## src/rtl/pcia_pkg.sv

```systemverilog
package pcia_pkg;
  typedef enum logic [1:0] {
    TGT_ADDR = 2'd0,
    TGT_CFG  = 2'd1,
    TGT_IO   = 2'd2,
    TGT_NONE = 2'd3
  } tgt_e;

  typedef enum logic [1:0] {
    S_IDLE  = 2'd0,
    S_ISSUE = 2'd1,
    S_WAIT  = 2'd2,
    S_DONE  = 2'd3
  } state_e;
endpackage

```

## src/rtl/pcia_decode.sv

```systemverilog
module pcia_decode
  import pcia_pkg::*;
#(
  parameter int OFS_W    = 4,
  parameter int SZW      = 3,
  parameter int ADDR_OFS = 0,
  parameter int CFG_OFS  = 4,
  parameter int IO_OFS   = 8
) (
  input  logic [OFS_W-1:0] offset,
  input  logic [SZW-1:0]   size,
  output tgt_e             tgt,
  output logic             err,
  output logic [1:0]       lane
);
  localparam int WW = OFS_W - 2;
  localparam logic [WW-1:0] W_ADDR = WW'(ADDR_OFS / 4);
  localparam logic [WW-1:0] W_CFG  = WW'(CFG_OFS / 4);
  localparam logic [WW-1:0] W_IO   = WW'(IO_OFS / 4);

  logic [WW-1:0] word;
  logic          size_ok;
  logic          aligned;

  assign word = offset[OFS_W-1:2];
  assign lane = offset[1:0];

  always_comb begin
    size_ok = (size == SZW'(1)) || (size == SZW'(2)) || (size == SZW'(4));
    case (size)
      SZW'(4): aligned = (lane == 2'd0);
      SZW'(2): aligned = (lane[0] == 1'b0);
      default: aligned = 1'b1;
    endcase
  end

  always_comb begin
    tgt = TGT_NONE;
    err = 1'b1;
    if (word == W_ADDR) begin
      tgt = TGT_ADDR;
      err = !((lane == 2'd0) && (size == SZW'(4)));
    end else if (word == W_CFG) begin
      tgt = TGT_CFG;
      err = !(size_ok && aligned);
    end else if (word == W_IO) begin
      tgt = TGT_IO;
      err = !(size_ok && aligned);
    end
  end
endmodule

```

## src/rtl/pcia_lane_order.sv

```systemverilog
module pcia_lane_order #(
  parameter int DW  = 32,
  parameter int SZW = 3
) (
  input  logic [DW-1:0]  din,
  input  logic [SZW-1:0] nbytes,
  input  logic           swap,
  output logic [DW-1:0]  dout
);
  localparam int LANES = DW / 8;

  for (genvar i = 0; i < LANES; i++) begin : g_lane
    logic [SZW-1:0] src;
    always_comb begin
      src = swap ? (nbytes - SZW'(1) - SZW'(i)) : SZW'(i);
      if (SZW'(i) < nbytes)
        dout[8*i +: 8] = din[8*src +: 8];
      else
        dout[8*i +: 8] = 8'h00;
    end
  end
endmodule

```

## src/rtl/pcia_port.sv

```systemverilog
module pcia_port
  import pcia_pkg::*;
#(
  parameter int AW       = 32,
  parameter int IO_AW    = 16,
  parameter int DW       = 32,
  parameter int OFS_W    = 4,
  parameter int CFG_OFS  = 4,
  parameter int IO_OFS   = 8
) (
  input  logic             clk,
  input  logic             rst_n,
  input  logic             cpu_req_valid,
  output logic             cpu_req_ready,
  input  logic [OFS_W-1:0] cpu_offset,
  input  logic [2:0]       cpu_size,
  input  logic             cpu_write,
  input  logic [DW-1:0]    cpu_wdata,
  output logic [DW-1:0]    cpu_rdata,
  output logic             cpu_err,
  output logic             dn_req_valid,
  input  logic             dn_req_ready,
  output logic             dn_space,
  output logic [AW-1:0]    dn_addr,
  output logic [2:0]       dn_size,
  output logic             dn_write,
  output logic [DW-1:0]    dn_wdata,
  input  logic             dn_rsp_valid,
  output logic             dn_rsp_ready,
  input  logic [DW-1:0]    dn_rsp_rdata
);
  localparam int SZW = 3;

  state_e         st_q;
  logic [AW-1:0]  cfg_addr_q;
  tgt_e           tgt_q;
  logic           err_q;
  logic [1:0]     lane_q;
  logic [SZW-1:0] size_q;
  logic           write_q;
  logic [DW-1:0]  wval_q;
  logic [DW-1:0]  rdata_q;

  tgt_e           dec_tgt;
  logic           dec_err;
  logic [1:0]     dec_lane;

  pcia_decode #(
    .OFS_W(OFS_W), .SZW(SZW), .ADDR_OFS(0), .CFG_OFS(CFG_OFS), .IO_OFS(IO_OFS)
  ) u_dec (
    .offset(cpu_offset), .size(cpu_size),
    .tgt(dec_tgt), .err(dec_err), .lane(dec_lane)
  );

  logic          is_io;
  logic [DW-1:0] wlanes;
  logic [DW-1:0] rval;

  assign is_io = (tgt_q == TGT_IO);

  pcia_lane_order #(.DW(DW), .SZW(SZW)) u_wr_order (
    .din(wval_q), .nbytes(size_q), .swap(is_io), .dout(wlanes)
  );

  pcia_lane_order #(.DW(DW), .SZW(SZW)) u_rd_order (
    .din(dn_rsp_rdata), .nbytes(size_q), .swap(is_io), .dout(rval)
  );

  logic [AW-1:0] base_addr;
  logic [AW-1:0] io_sum;
  assign base_addr = {cfg_addr_q[AW-1:2], 2'b00};
  assign io_sum    = base_addr + AW'(lane_q);

  always_comb begin
    if (is_io)
      dn_addr = {{(AW-IO_AW){1'b0}}, io_sum[IO_AW-1:0]};
    else
      dn_addr = {cfg_addr_q[AW-1:2], lane_q};
  end

  assign dn_req_valid  = (st_q == S_ISSUE);
  assign dn_space      = is_io;
  assign dn_size       = size_q;
  assign dn_write      = write_q;
  assign dn_wdata      = write_q ? wlanes : '0;
  assign dn_rsp_ready  = (st_q == S_WAIT);
  assign cpu_req_ready = (st_q == S_DONE);
  assign cpu_rdata     = rdata_q;
  assign cpu_err       = err_q;

  always_ff @(posedge clk) begin
    if (!rst_n) begin
      st_q       <= S_IDLE;
      cfg_addr_q <= '0;
      tgt_q      <= TGT_NONE;
      err_q      <= 1'b0;
      lane_q     <= 2'd0;
      size_q     <= '0;
      write_q    <= 1'b0;
      wval_q     <= '0;
      rdata_q    <= '0;
    end else begin
      case (st_q)
        S_IDLE: begin
          if (cpu_req_valid) begin
            tgt_q   <= dec_tgt;
            err_q   <= dec_err;
            lane_q  <= dec_lane;
            size_q  <= cpu_size;
            write_q <= cpu_write;
            wval_q  <= cpu_wdata;
            rdata_q <= '0;
            if (dec_err) begin
              st_q <= S_DONE;
            end else if (dec_tgt == TGT_ADDR) begin
              if (cpu_write) cfg_addr_q <= cpu_wdata;
              else           rdata_q    <= cfg_addr_q;
              st_q <= S_DONE;
            end else begin
              st_q <= S_ISSUE;
            end
          end
        end
        S_ISSUE: if (dn_req_ready) st_q <= S_WAIT;
        S_WAIT: begin
          if (dn_rsp_valid) begin
            if (!write_q) rdata_q <= rval;
            st_q <= S_DONE;
          end
        end
        S_DONE: st_q <= S_IDLE;
        default: st_q <= S_IDLE;
      endcase
    end
  end
endmodule

```

## config.mk

```make
export PLATFORM = sky130hd
export DESIGN_NAME = pcia_port
export DESIGN_NICKNAME = d
export VERILOG_FILES = /design/src/rtl/pcia_pkg.sv /design/src/rtl/pcia_decode.sv /design/src/rtl/pcia_lane_order.sv /design/src/rtl/pcia_port.sv
export SDC_FILE = /design/constraint.sdc
export NUM_CORES = 1
export LEC_CHECK = 0
export ABC_CLOCK_PERIOD_IN_PS = 3050
export BUFFER_PORTS_ARGS = -buffer_cell sky130_fd_sc_hd__buf_2
export CORE_MARGIN = 4
export CORE_UTILIZATION = 45
export CTS_CLUSTER_DIAMETER = 50
export DETAILED_ROUTE_END_ITERATION = 8
export GPL_TIMING_DRIVEN = 0
export HOLD_SLACK_MARGIN = 0.02
export PLACE_DENSITY_LB_ADDON = 0.3
export SLEW_MARGIN = 20
export SYNTH_ARGS = -nofsm -noshare
export SYNTH_HDL_FRONTEND = slang
export SYNTH_HIERARCHICAL = 1
export SYNTH_SLANG_ARGS = --single-unit
```

## constraint.sdc

```tcl
create_clock -name clk -period 3.05 [get_ports clk]
set_input_delay 0.1525 -clock clk [delete_from_list [all_inputs] [get_ports clk]]
set_output_delay 0.1525 -clock clk [all_outputs]
set_load 0.1 [all_outputs]
```

* After elaboration in Yosys (flattened, before gate mapping)
Index checks and enable logic that the tools add are counted.
Storage, ports and cells: register bits after elaboration 107, input bits 77, output and inout port bits 105, word-level logic and storage cells 90
Cells by class: $add $sub $neg 5, $lt $le $gt $ge 4, equal/unequal tests 13, shifts and indexed selects 8, multiplexer cells 34, bitwise operators 2, reduce and logical (&&, ||, !) cells 15
Operator list (count):
- 32-bit 2-to-1 mux | 8
- 32-bit by 7-bit indexed part select with 8-bit output | 8
- 8-bit 2-to-1 mux | 8
- 32-bit case mux with 2 select lines | 1
- 16-bit by 2-bit adder with 16-bit output | 1
- 2-bit 2-to-1 mux | 7
- 3-bit 2-to-1 mux | 4
- 2-bit equality test (second input constant) | 4
- 2-bit zero test | 4
- 2-bit case mux with 4 select lines | 1
- 1-bit by 3-bit less-than comparator with 1-bit output (first input constant) | 2
- 2-bit by 3-bit less-than comparator with 1-bit output (first input constant) | 2
- 2-bit inequality test (second input constant) | 3
- 3-bit by 1-bit subtractor with 3-bit output (second input constant) | 2
- 3-bit by 2-bit subtractor with 3-bit output (second input constant) | 2
- 5-bit AND reduction | 1
- 2-bit by 1-bit equality test with 1-bit output (second input constant) | 2
- 1-bit 2-to-1 mux | 4
- 4-bit AND reduction | 1
- 3-bit by 1-bit equality test with 1-bit output (second input constant) | 1
- 3-bit by 2-bit equality test with 1-bit output (second input constant) | 1
- 3-bit equality test (second input constant) | 1
- 3-bit AND reduction | 1
- 1-bit logical AND | 2
- 7 further kinds | 10

* Depth between registers and ports, before layout
Gate-level depths: netlist (run 1).
depth after elaboration 11, gate-level depth with buffers 11

* By module
Netlist (run 1), hierarchy kept.
By module, submodules not included:
- pcia_port | instances 1, cells each 558, area each 4690.7 um2
- pcia_lane_order at u_rd_order | instances 1, cells each 156, area each 1278.7 um2
- pcia_lane_order at u_wr_order | instances 1, cells each 156, area each 1270.0 um2
- pcia_decode | instances 1, cells each 11, area each 61.3 um2

* Worst setup path after synthesis (run 1)
OpenSTA, ideal clock, no wires.
path type reg-to-output, start point reg size_q[0], in the netlist dn_size[0], end point out dn_wdata[27], data arrival time 3.711 ns, required time 2.897 ns, slack -0.814 ns, stages on the path, launching flop included 11, path buffers 4, cells stage by stage dfxtp_1 buf_2 buf_2 inv_1 ha_1 xnor2_2 and2_1 buf_2 buf_6 a211oi_2 and2_1
On the way: longest elaborated chain between the ends 6
Ends and longest elaborated chain:
- start, declared | line pcia_port.sv:39 | logic [SZW-1:0] size_q;
- start signal, assigned | line pcia_port.sv:109 | size_q <= cpu_size;
- 3-bit by 1-bit subtractor with 3-bit output | line pcia_lane_order.sv:15 | src = swap ? (nbytes - SZW'(1) - SZW'(i)) : SZW'(i);
- 3-bit by 2-bit subtractor with 3-bit output | line pcia_lane_order.sv:15
- 3-bit 2-to-1 mux | line pcia_lane_order.sv:15
- 32-bit by 7-bit indexed part select with 8-bit output | line pcia_lane_order.sv:17 | dout[8*i +: 8] = din[8*src +: 8];
- 8-bit 2-to-1 mux (*) | line pcia_lane_order.sv:16 | if (SZW'(i) < nbytes)
- net wlanes[27] | line pcia_port.sv:56 | logic [DW-1:0] wlanes;
- 32-bit 2-to-1 mux (*) | line pcia_port.sv:85 | assign dn_wdata = write_q ? wlanes : '0;
- end, declared | line pcia_port.sv:27 | output logic [DW-1:0] dn_wdata,
Mark *: on every way through the listed nets, which the timed path passes. The rest lies on a longest branch.

* Final worst setup path (run 1)
Same ends and word-level chain as after synthesis.

==> impl_results.md, run 1 <==
* CP required at just under 3 ns
* Min-Delay Path Class: primary input to flop
* Post-synthesis register bit count at around 110
* Met3 Wirelength at ~2400 um
* Die X at between 100 and 150 um
* Largest net degree at the start of global routing at 19
* Worst Setup Start Kind: flop
* Syn Std Cell Area at about 7300 um^2
* Routed Antenna Nets at 0
* Clock skew at between 0.01 and 0.015 ns
* Worst Hold Slack at around 0.053 ns
* Setup violations, final at 0
* Total Routing Usage GR at 26.9%
* Syn avg cell area at between 8 and 9 um^2
* Most common cell in the synthesized netlist: nand2_1
* Routed met2 length at 11300 um
* Buffers on Ports at 180
* CTS tree: done
* First-pass GRT wire length at around 39000 um
* Final period utilization at a little over nine tenths
* Register area at around 2100 um^2
* H-Tree Level Count at 3
* Final WS setup at 0.0919 ns
* Initial DRC count at a little under 700
* N_diodes at 0
* CP Capture Type: primary output
* Critical Path Start: dn_size[0]$_SDFFE_PN0P_
* DRC violations left at 0
* Minimum clock period at 2.96 ns
* Initial antenna violation count at 0
* Io pins at approximately 180
* EDFF count, synth at 0
* Layout Nets at ~1200
* Area grow syn2layout at 24.3%
* Leak at 3.98 nW
* Slew of the pin with the lowest slew margin at just under 0.8 ns
* Filler cells at approximately 1600
* # clock sinks at 107
* DIE AREA at between 15000 and 20000 um^2
* Most area-consuming cells after synthesis: dfxtp_1, a211oi_1, nand2_1
* Post-layout instance count excluding filler cells at around 1300
* Final Wtd Congestion at between 0.9 and 1
* Max-slew violation count at 0
* Reg-to-reg setup timing slack at around 0.17 ns
* MaxCap Viol Count at 0
* VDD IR max at approximately 600 uV
* Row count at 46
* Syn. warnings at 6
* Synth async-reset ratio at 0%
* Height of the chip at 135 um
* Worst Path Max Fanout at 10
* Setup WS pre-CTS at -0.172 ns
* Top cell type's share of synthesized area at between 20 and 30%
* Share of cells above drive strength 1 at 35.3%
* Inserted Clock Buffers at 9
* Cell type with the largest total area after synthesis: dfxtp_1
* CTS hold repair buffers at 0
* Yosys cell types at 42
* Routed wire length at ~26000 um
* Total grt overflow at 0
* Hold path start: cpu_wdata[3]
* Number of global-route vias before repair at slightly above 7000
* WP data arrival at ~2.8 ns
* Synth Instances at between 800 and 900
* Rel. slew slack at a little under half
* Max Buffers Root-to-Sink at 2
* Via count at around 7600
* WL met1 at about 11000 um
* Kind of critical path: flop to primary output
* WL/cell at roughly 20 um
* Status: completed
* DP Wirelength at approximately 20000 um
* Top Layer Used: met4
* Starting density of the core at between 40% and 50%
* DP Cell Count at 1277
* Pwr dens at 857 nW/um^2
* Root Buffer: clkbuf_16
* Area of the multi-input gates at roughly 4600 um^2
* Post-DR vias/cell at approximately 6
* Mapped Nets at slightly below 1000
* Commonest cells post-synth: nand2_1, dfxtp_1, a21oi_1
* Core Region at between 15000 and 20000 um^2
* Post-synthesis sequential area ratio at between 20% and 30%
* Detailed-router iteration count before antenna repair at 5
* Primary FF master, synth: dfxtp_1
* Worst r2r src: dn_size[0]$_SDFFE_PN0P_
* Final Util at approximately 57%
* Peak Freq at between 0.3 and 0.4 GHz
* Final hold violations at 0
* Clk pin slew, worst setup/hold paths at about 0.07 ns
* Worst-skew pair later-pin latency at between 0.3 and 0.4 ns
final timing paths:
path         depth (start not counted)                         end
min                                  3      wval_q[3]$_SDFFE_PN0P_
max                                 11                dn_wdata[27]
max reg2reg                         11  cpu_rdata[12]$_SDFFE_PN0P_
min reg2reg                          2      lane_q[0]$_SDFFE_PN0P_
layout by cell type (no fill, tap or decap), drive strengths merged, types with 2 or more instances in the layout:
master | synthesis | routed
o21ai | 37 | 37
nor3 | 2 | 2
inv | 13 | 16
nand3 | 4 | 4
dfxtp | 107 | 107
mux2i | 16 | 16
a221oi | 65 | 65
and2 | 51 | 51
xnor2 | 6 | 6
a21o | 2 | 2
o21ba | 2 | 2
a21oi | 103 | 103
o22ai | 2 | 2
o32ai | 2 | 2
xnor3 | 4 | 4
a21boi | 2 | 2
nand2 | 147 | 147
o211ai | 2 | 2
and3b | 48 | 48
nor2 | 36 | 36
buf | 71 | 250
a211oi | 98 | 98
clkbuf | 35 | 49
nand2b | 7 | 7
nor2b | 2 | 2
ha | 12 | 12
stage by stage:
stage          total power (W)  instance area, um^2  setup TNS (ns)
6_report               0.00778                 9070               0
5_1_grt                0.00815                 9070         -0.0499
4_1_cts                0.00767                 8960               0
3_5_place_dp           0.00641                 8520           -1.65
3_3_place_gp           0.00638                 8520           -1.59
2_1_floorplan          0.00544                 7350               0
per-layer routing:
layer / vias up / GRT usage [%]
met2: 346 / 41.2
met5: - / 0
met4: 0 / 6.61
met1: 3632 / 38.1
li1: 3594 / -
met3: 38 / 6.65
sequential cells by signal, summed over array words and instances (netlist names):
register,flops
tgt_q,2
wval_q,32
st_q,2
cpu_rdata,32
lane_q,2
dn_size,3
cpu_err,1
cfg_addr_q,32
dn_write,1
timing repair:
action,in CTS,in global routing
setup endpoints to repair,32,36
gates resized for setup,41,36
setup buffers,3,0
hold endpoints to repair,0,0
pin swaps,2,3
layout make-up:
type	instances	share of cell area [%]
repair buffers	183	11.7
inverters	13	0.538
multi-input cells	655	50.8
flip-flops and latches	107	23.7
plain buffers	104	6.98
clock buffers	12	2.95
clock inverters	4	0.400
well taps	216	2.98
critical path, stage by stage (launching register included):
cell and delay (ns):
dfxtp_4 0.36, buf_4 0.17, buf_4 0.18, inv_1 0.07
ha_2 0.35, xnor2_4 0.18, and2_1 0.17, buf_2 0.16
buf_6 0.17, a211oi_2 0.19, and2_2 0.16, buf_4 0.28
cell families (layout without fill, tap and decap cells):
logic type / count (synthesis) / after routing / share of synthesized area, %
muxes: 17 / 17 / 2.35
buffers and inverters: 119 / 316 / 9.15
DFF: 107 / 107 / 29.3
adders and majority gates: 12 / 12 / 2.06
and+or+nand+nor: 300 / 300 / 21.3
AOI/OAI and AO/OA: 316 / 316 / 33.7
xor gates and xnor gates: 10 / 10 / 2.16
where the power goes:
part	internal (W)	switching (W)	leakage, nW	total (W)
Combinational	0.00143	0.00331	2.95	0.00474
Clock	0.000639	0.000551	0.147	0.00119
Sequential	0.00164	0.000209	0.875	0.00185
Power figures use the tool's default switching activity.
==> inputs of run 2 (changes only) <==
--- a/config.mk
+++ b/config.mk
@@ -5,7 +5,7 @@
 export SDC_FILE = /design/constraint.sdc
 export NUM_CORES = 1
 export LEC_CHECK = 0
-export ABC_CLOCK_PERIOD_IN_PS = 3050
+export ABC_CLOCK_PERIOD_IN_PS = 3700
 export BUFFER_PORTS_ARGS = -buffer_cell sky130_fd_sc_hd__buf_2
 export CORE_MARGIN = 4
 export CORE_UTILIZATION = 45
==> constraint.sdc (replaced) <==
create_clock -name clk -period 3.7 [get_ports clk]
set_input_delay 0.185 -clock clk [delete_from_list [all_inputs] [get_ports clk]]
set_output_delay 0.185 -clock clk [all_outputs]
set_load 0.1 [all_outputs]
==> run 2 against run 1 <==
- sequential share of layout area grew 0.73 points
- first-iteration DRC count is 11% higher
- count of clock-buffer cells in the layout decreased by 1
- largest power group unchanged
- final cell count about the same
- via count about the same
- clock skew is 0.00071 ns lower
- wire length shrank 1.2%
- non-clock buffer count decreased by 2
- critical path type unchanged
- utilization shrank 1.7 points
- power is 20% lower
- largest cell class unchanged
==> impl_results.md, run 2 (synthesis results as in run 1) <==
* Min-Delay Path Class: primary input to flop
* Inserted Clock Buffers at 9 (unchanged)
* Filler cells at 1579 (+0.64%)
* Worst Path Max Fanout at 12 (+2)
* Minimum clock period at about 3.6 ns
* Initial antenna violation count at 0 (unchanged)
* DP Wirelength at 20000 um (-0.20%)
* Most common cell after layout, fill and taps aside: buf_2
* Total grt overflow at 0 (unchanged)
* Rel. slew slack at 39.6% (-7.5 points)
* Status: completed
* RSZ-0062 raised after global routing: false
* Setup WS pre-CTS at 0.433 ns (+0.606 ns)
* CP required at 3.51 ns (+0.61 ns)
* Flop pwr share at 24.6% (+0.8 points)
* Starting density of the core at 46.0% (unchanged)
* Largest net degree at the start of global routing at 19 (unchanged)
* Top Layer Used: met4
* # clock sinks at 107 (unchanged)
* Final Wtd Congestion at 0.963 (-2.1%)
* CTS tree: done
* Setup violations, final at 0 (unchanged)
* Worst Setup Start Kind: flop
* Area grow syn2layout at 20.5%
* Comb pwr share at 60.5% (-0.4 points)
* Leak at 3.89 nW (-2.3%)
* Layout Nets at 1160 (-0.17%)
* Max-slew violation count at 0 (unchanged)
* Worst-skew pair later-pin latency at 0.35 ns (about the same)
* WL/cell at 19.6 um (-1.1%)
* Final period utilization at a little over nine tenths
* Psw at 0.00329 W (-19%)
* VDD IR max at 417 uV (-31%)
* Root Buffer: clkbuf_16
* DP Cell Count at 1277 (unchanged)
* Die X at 135 um (unchanged)
* TNS Setup at 0 ns (unchanged)
* Via count at 7608 (-0.026%)
* Pint at 0.00296 W (-20%)
* MaxCap Viol Count at 0 (unchanged)
* H-Tree Level Count at 3 (unchanged)
* Final hold violations at 0 (unchanged)
* WL met1 at 11300 um (-1.3%)
* First-pass GRT wire length at 38500 um (-0.18%)
* Buffers on Ports at 180 (unchanged)
* Switching share of power at 52.7% (+0.34 points)
* Routed wire length at 25400 um (-1.2%)
* Clk pin slew, worst setup/hold paths at 0.07 ns (about the same)
* WP data arrival at 3.37 ns (+0.56 ns)
* Height of the chip at 135 um (unchanged)
* Worst Hold Slack at 0.0897 ns (+0.0366 ns)
* Detailed-router iteration count before antenna repair at 6 (+1)
* Core Region at 15900 um^2 (unchanged)
* Row count at 46 (unchanged)
* Peak Freq at between 0.2 and 0.3 GHz
* DRC violations left at 0 (unchanged)
* Post-CTS Resized at 0 (-100%)
* Total Routing Usage GR at 26.7% (-0.16 points)
* Max Buffers Root-to-Sink at 2 (unchanged)
* Slew of the pin with the lowest slew margin at 0.901 ns (+0.112 ns)
* Clk network pwr share at 14.9% (-0.4 points)
* Met3 Wirelength at 2260 um (-4.0%)
* Clock skew at 0.0105 ns (-0.000706 ns)
* Postcts setup bufs at 0 (-3)
* Post-layout instance count excluding filler cells at 1293 (-0.077%)
* Most frequent cells in the layout: buf_2, nand2_1, dfxtp_1
* CTS hold repair buffers at 0 (unchanged)
* Initial DRC count at 770 (+11%)
* Number of global-route vias before repair at 6974 (-1.5%)
* Kind of critical path: flop to primary output
* Final WS setup at 0.142 ns (+0.0501 ns)
* Tot Pwr at 0.00625 W (-20%)
* CP Capture Type: primary output
* DIE AREA at 18300 um^2 (unchanged)
* Io pins at 182 (unchanged)
* Routed met2 length at 11300 um (-0.56%)
* Share of cells above drive strength 1 at 30.9% (-4.4 points)
* Routed Antenna Nets at 0 (unchanged)
* Pwr dens at 711 nW/um^2 (-17%)
* Post-DR vias/cell at 5.88 (about the same)
-- run 2: stage by stage --
stage | utilization (%) | area (um^2)
floorplan | - | 7300
global placement | 53.3 | 8470
detailed placement | 53.3 | 8470
CTS | 55.1 | 8760
global route | 55.4 | 8790
finish | 55.4 | 8800
-- run 2: worst paths after layout --
kind	from	cells past startpoint	slack (ns)	endpoint
setup / recovery	dn_size[0]$_SDFFE_PN0P_	9	0.14	dn_wdata[5]
hold reg to reg	lane_q[0]$_SDFFE_PN0P_	2	0.46	lane_q[0]$_SDFFE_PN0P_
hold / removal	cpu_size[0]	3	0.09	dn_size[0]$_SDFFE_PN0P_
setup reg to reg	dn_size[0]$_SDFFE_PN0P_	10	0.63	cpu_rdata[14]$_SDFFE_PN0P_
-- run 2: layout make-up --
cell class / instances / area [um^2] / share of cell area (%)
diodes: 1 / 2.50 / 0.0284
plain buffers: 105 / 616 / 7.00
clock buffers: 11 / 243 / 2.76
clock inverters: 5 / 42.5 / 0.484
inverters: 13 / 48.8 / 0.555
multi-input cells: 655 / 4500 / 51.2
flip-flops and latches: 107 / 2150 / 24.4
well taps: 216 / 270 / 3.07
repair buffers: 180 / 926 / 10.5
-- run 2: power groups by stage --
stage	clock [W]	combinational, W	sequential [W]
2_1_floorplan	0	0.00220	0.00228
6_report	0.000928	0.00378	0.00154
3_5_place_dp	0	0.00370	0.00156
4_1_cts	0.000938	0.00372	0.00153
5_1_grt	0.000992	0.00402	0.00156
3_3_place_gp	0	0.00370	0.00156
-- run 2: worst max-delay path: stages (launching register included) --
cell and delay, ns:
dfxtp_4 0.48, buf_2 0.27, buf_2 0.24, inv_1 0.09
ha_1 0.41, nand2b_1 0.33, buf_2 0.27, a211oi_1 0.34
and2_1 0.18, buf_2 0.42
-- run 2: metal layers --
metal | GRT usage [%] | vias up
met5 | 0 | -
met1 | 39.1 | 3609
met3 | 4.57 | 39
li1 | - | 3585
met4 | 5.77 | 0
met2 | 41.4 | 375
==> inputs of run 3 (changes only) <==
--- a/config.mk
+++ b/config.mk
@@ -7,8 +7,10 @@
 export LEC_CHECK = 0
 export ABC_CLOCK_PERIOD_IN_PS = 3700
 export BUFFER_PORTS_ARGS = -buffer_cell sky130_fd_sc_hd__buf_2
+export CELL_PAD_IN_SITES_DETAIL_PLACEMENT = 1
+export CELL_PAD_IN_SITES_GLOBAL_PLACEMENT = 1
 export CORE_MARGIN = 4
-export CORE_UTILIZATION = 45
+export CORE_UTILIZATION = 43
 export CTS_CLUSTER_DIAMETER = 50
 export DETAILED_ROUTE_END_ITERATION = 8
 export GPL_TIMING_DRIVEN = 0
==> constraint.sdc (replaced) <==
create_clock -name clk -period 3.7 [get_ports clk]
set_input_delay 0.37 -clock clk [delete_from_list [all_inputs] [get_ports clk]]
set_output_delay 0.37 -clock clk [all_outputs]
set_load 0.1 [all_outputs]
==> run 3 against run 2 <==
- clock skew is essentially flat
- utilization shrank 1.5 points
- global-route usage grew 1.7 points
- final cell count grew 0.54%
- critical endpoint is now dn_wdata[24]
- critical path type unchanged
==> impl_results.md, run 3 (synthesis results as in run 1) <==
* Worst Setup Start Kind: flop
* Kind of critical path: flop to primary output
* Final period utilization at 97.6% (+1.4 points)
* Io pins at 182 (unchanged)
* Fin area at 8930 um^2 (+1.5%)
* Setup WS pre-CTS at 0.0327 ns (-0.401 ns)
* CTS tree: done
* Largest net degree at the start of global routing at 20 (+1)
* Height of the chip at 138 um (+2.2%)
* WL/cell at 21.9 um (+12%)
* Max Buffers Root-to-Sink at 2 (unchanged)
* Total grt overflow at 0 (unchanged)
* Initial antenna violation count at 0 (unchanged)
* Area of the multi-input gates at 4510 um^2 (+0.17%)
* First-pass GRT wire length at 43800 um (+14%)
* Most common cell after layout, fill and taps aside: buf_2
* Routed wire length at 28500 um (+12%)
* Die X at 138 um (+2.2%)
* CTS hold repair buffers at 0 (unchanged)
* DIE AREA at 19100 um^2 (+4.4%)
* Starting density of the core at 44.0% (-1.9 points)
* CP required at 3.33 ns (-0.18 ns)
* Worst path slowest cell: o21ai_1
* WP data arrival at 3.24 ns (-0.13 ns)
* Layout Nets at 1164 (+0.34%)
* Area post-placement at 8480 um^2 (about the same)
* Status: completed
* Slowest stage delay, CP at 0.76 ns (+0.28 ns)
* Top cell by count, worst path: inv_1
* CP cell instances: nand2b_1 > clkbuf_2 > inv_1 > buf_2 > inv_1 > o21ai_1 > a211oi_1 > and2_1 > buf_6
* Share of cells above drive strength 1 at 31.3% (+0.44 points)
* # clock sinks at 107 (unchanged)
* Routed Antenna Nets at 0 (unchanged)
* Post-DR vias/cell at 5.98 (+1.7%)
* Detailed-router iteration count before antenna repair at 4 (-2)
* Pwr dens at 725 nW/um^2 (+2.0%)
* Initial DRC count at 553 (-28%)
* DRC violations left at 0 (unchanged)
* VDD IR max at 403 uV (-3.3%)
* Peak Freq at 0.277 GHz (-1.4%)
* Total Routing Usage GR at 28.4% (+1.7 points)
* Worst Path Max Fanout at 10 (-2)
* Number of global-route vias before repair at 7764 (+11%)
* Setup violations, final at 0 (unchanged)
* H-Tree Level Count at 3 (unchanged)
* Worst-skew pair later-pin latency at 0.36 ns (about the same)
* Clock skew at 0.0106 ns (+0.0000859 ns)
* MaxCap Viol Count at 0 (unchanged)
* Max-slew violation count at 0 (unchanged)
* Filler cells at 2110 (+34%)
* Root Buffer: clkbuf_16
* Register area at 2150 um^2 (unchanged)
* Final WS setup at 0.0898 ns (-0.0522 ns)
* Inserted Clock Buffers at 9 (unchanged)
* Final hold violations at 0 (unchanged)
* Rel. slew slack at 37.8% (-1.8 points)
* Slew of the pin with the lowest slew margin at 0.927 ns (+0.0262 ns)
* Minimum clock period at 3.61 ns (+0.0522 ns)
* Row count at 47 (+2.2%)
* Core Region at 16600 um^2 (+4.4%)
* N_diodes at 0 (-1)
* Clk pin slew, worst setup/hold paths at 0.08 ns (about the same)
* Area grow syn2layout at 22.3%
* Buffers on Ports at 180 (unchanged)
* Via count at 7777 (+2.2%)
* CP Capture Type: primary output
* Leak at 3.93 nW (+1.2%)
* Most frequent cells in the layout: buf_2, nand2_1, dfxtp_1
* DP Wirelength at 22700 um (+14%)
* Final Wtd Congestion at 0.926 (-3.8%)
* Min-Delay Path Class: primary input to flop
==> run 3: changes by cell type in the layout (fill, tap and decap cells not counted) <==
| cell | delta |
|---|---|
| buf_4 | +21 |
| o21ai_2 | -1 |
| bufinv_16 | +1 |
| clkbuf_2 | +1 |
| clkbuf_1 | -2 |
| o21ai_4 | +1 |
| inv_6 | -2 |
| clkinv_8 | +1 |
| buf_6 | +4 |
| clkbuf_4 | -5 |
| buf_2 | -16 |
| inv_8 | +1 |
| diode_2 | -1 |
==> run 3: worst max-delay path, delay by kind of cell (launching register included) <==
family / cells / cell delay, ns
buffers and inverters: 5 / 1.07
AOI/OAI and AO/OA: 2 / 0.94
and+or+nand+nor: 2 / 0.55
DFF: 1 / 0.32
==> run 3: power breakdown <==
part	internal, W	switching [W]	leakage, nW
combinational	0.00115	0.00274	2.90
sequential	0.00135	0.000190	0.875
clock	0.000560	0.000485	0.159
==> run 3: repair_timing <==
| action | 4_1_cts | 5_1_grt |
|---|---|---|
| pin swaps | 0 | 1 |
| resized for setup | 25 | 10 |
| setup buffers | 0 | 4 |
| setup endpoints to repair | 29 | 32 |
==> run 3: path summary, 6_finish.rpt <==
path | startpoint | endpoint | slack (ns) | depth (start not counted)
worst max register to register | dn_size[0]$_SDFFE_PN0P_ | cpu_rdata[24]$_SDFFE_PN0P_ | 0.32 | 11
worst max-delay path | tgt_q[0]$_SDFFE_PN1P_ | dn_wdata[24] | 0.09 | 9
worst min-delay path | cpu_wdata[11] | cfg_addr_q[11]$_SDFFE_PN0P_ | 0.27 | 3
worst min register to register | lane_q[0]$_SDFFE_PN0P_ | lane_q[0]$_SDFFE_PN0P_ | 0.46 | 2
==> run 3: per-stage QoR <==
step	TNS, ns	hold WS [ns]	power, W	std cells	utilization (%)
2_1_floorplan	0	0.432	0.00448	881	-
3_3_place_gp	0	0.445	0.00526	1281	51.1
3_5_place_dp	0	0.450	0.00534	1281	51.1
4_1_cts	0	0.260	0.00641	1296	53.5
5_1_grt	-0.00398	0.272	0.00679	1300	53.8
6_report	0	0.270	0.00647	1300	53.8
==> run 3: layout make-up <==
| type | count | share of cell area, % |
|---|---|---|
| multi-input cells | 655 | 50.5 |
| inverters | 13 | 0.547 |
| flip-flops and latches | 107 | 24.0 |
| clock buffers | 10 | 2.68 |
| clock inverters | 6 | 0.925 |
| plain buffers | 105 | 6.99 |
| repair buffers | 184 | 11.2 |
| well taps | 220 | 3.08 |
==> run 3: metal layers <==
metal	vias to the layer above	wire [um]	track usage, %	share of wire [%]
li1	3590	-	-	-
met1	3823	12500	39.3	44
met2	328	13200	46.4	47
met3	36	2210	5.39	7.8
met4	0	557	5.93	2.0
met5	-	0	0	0
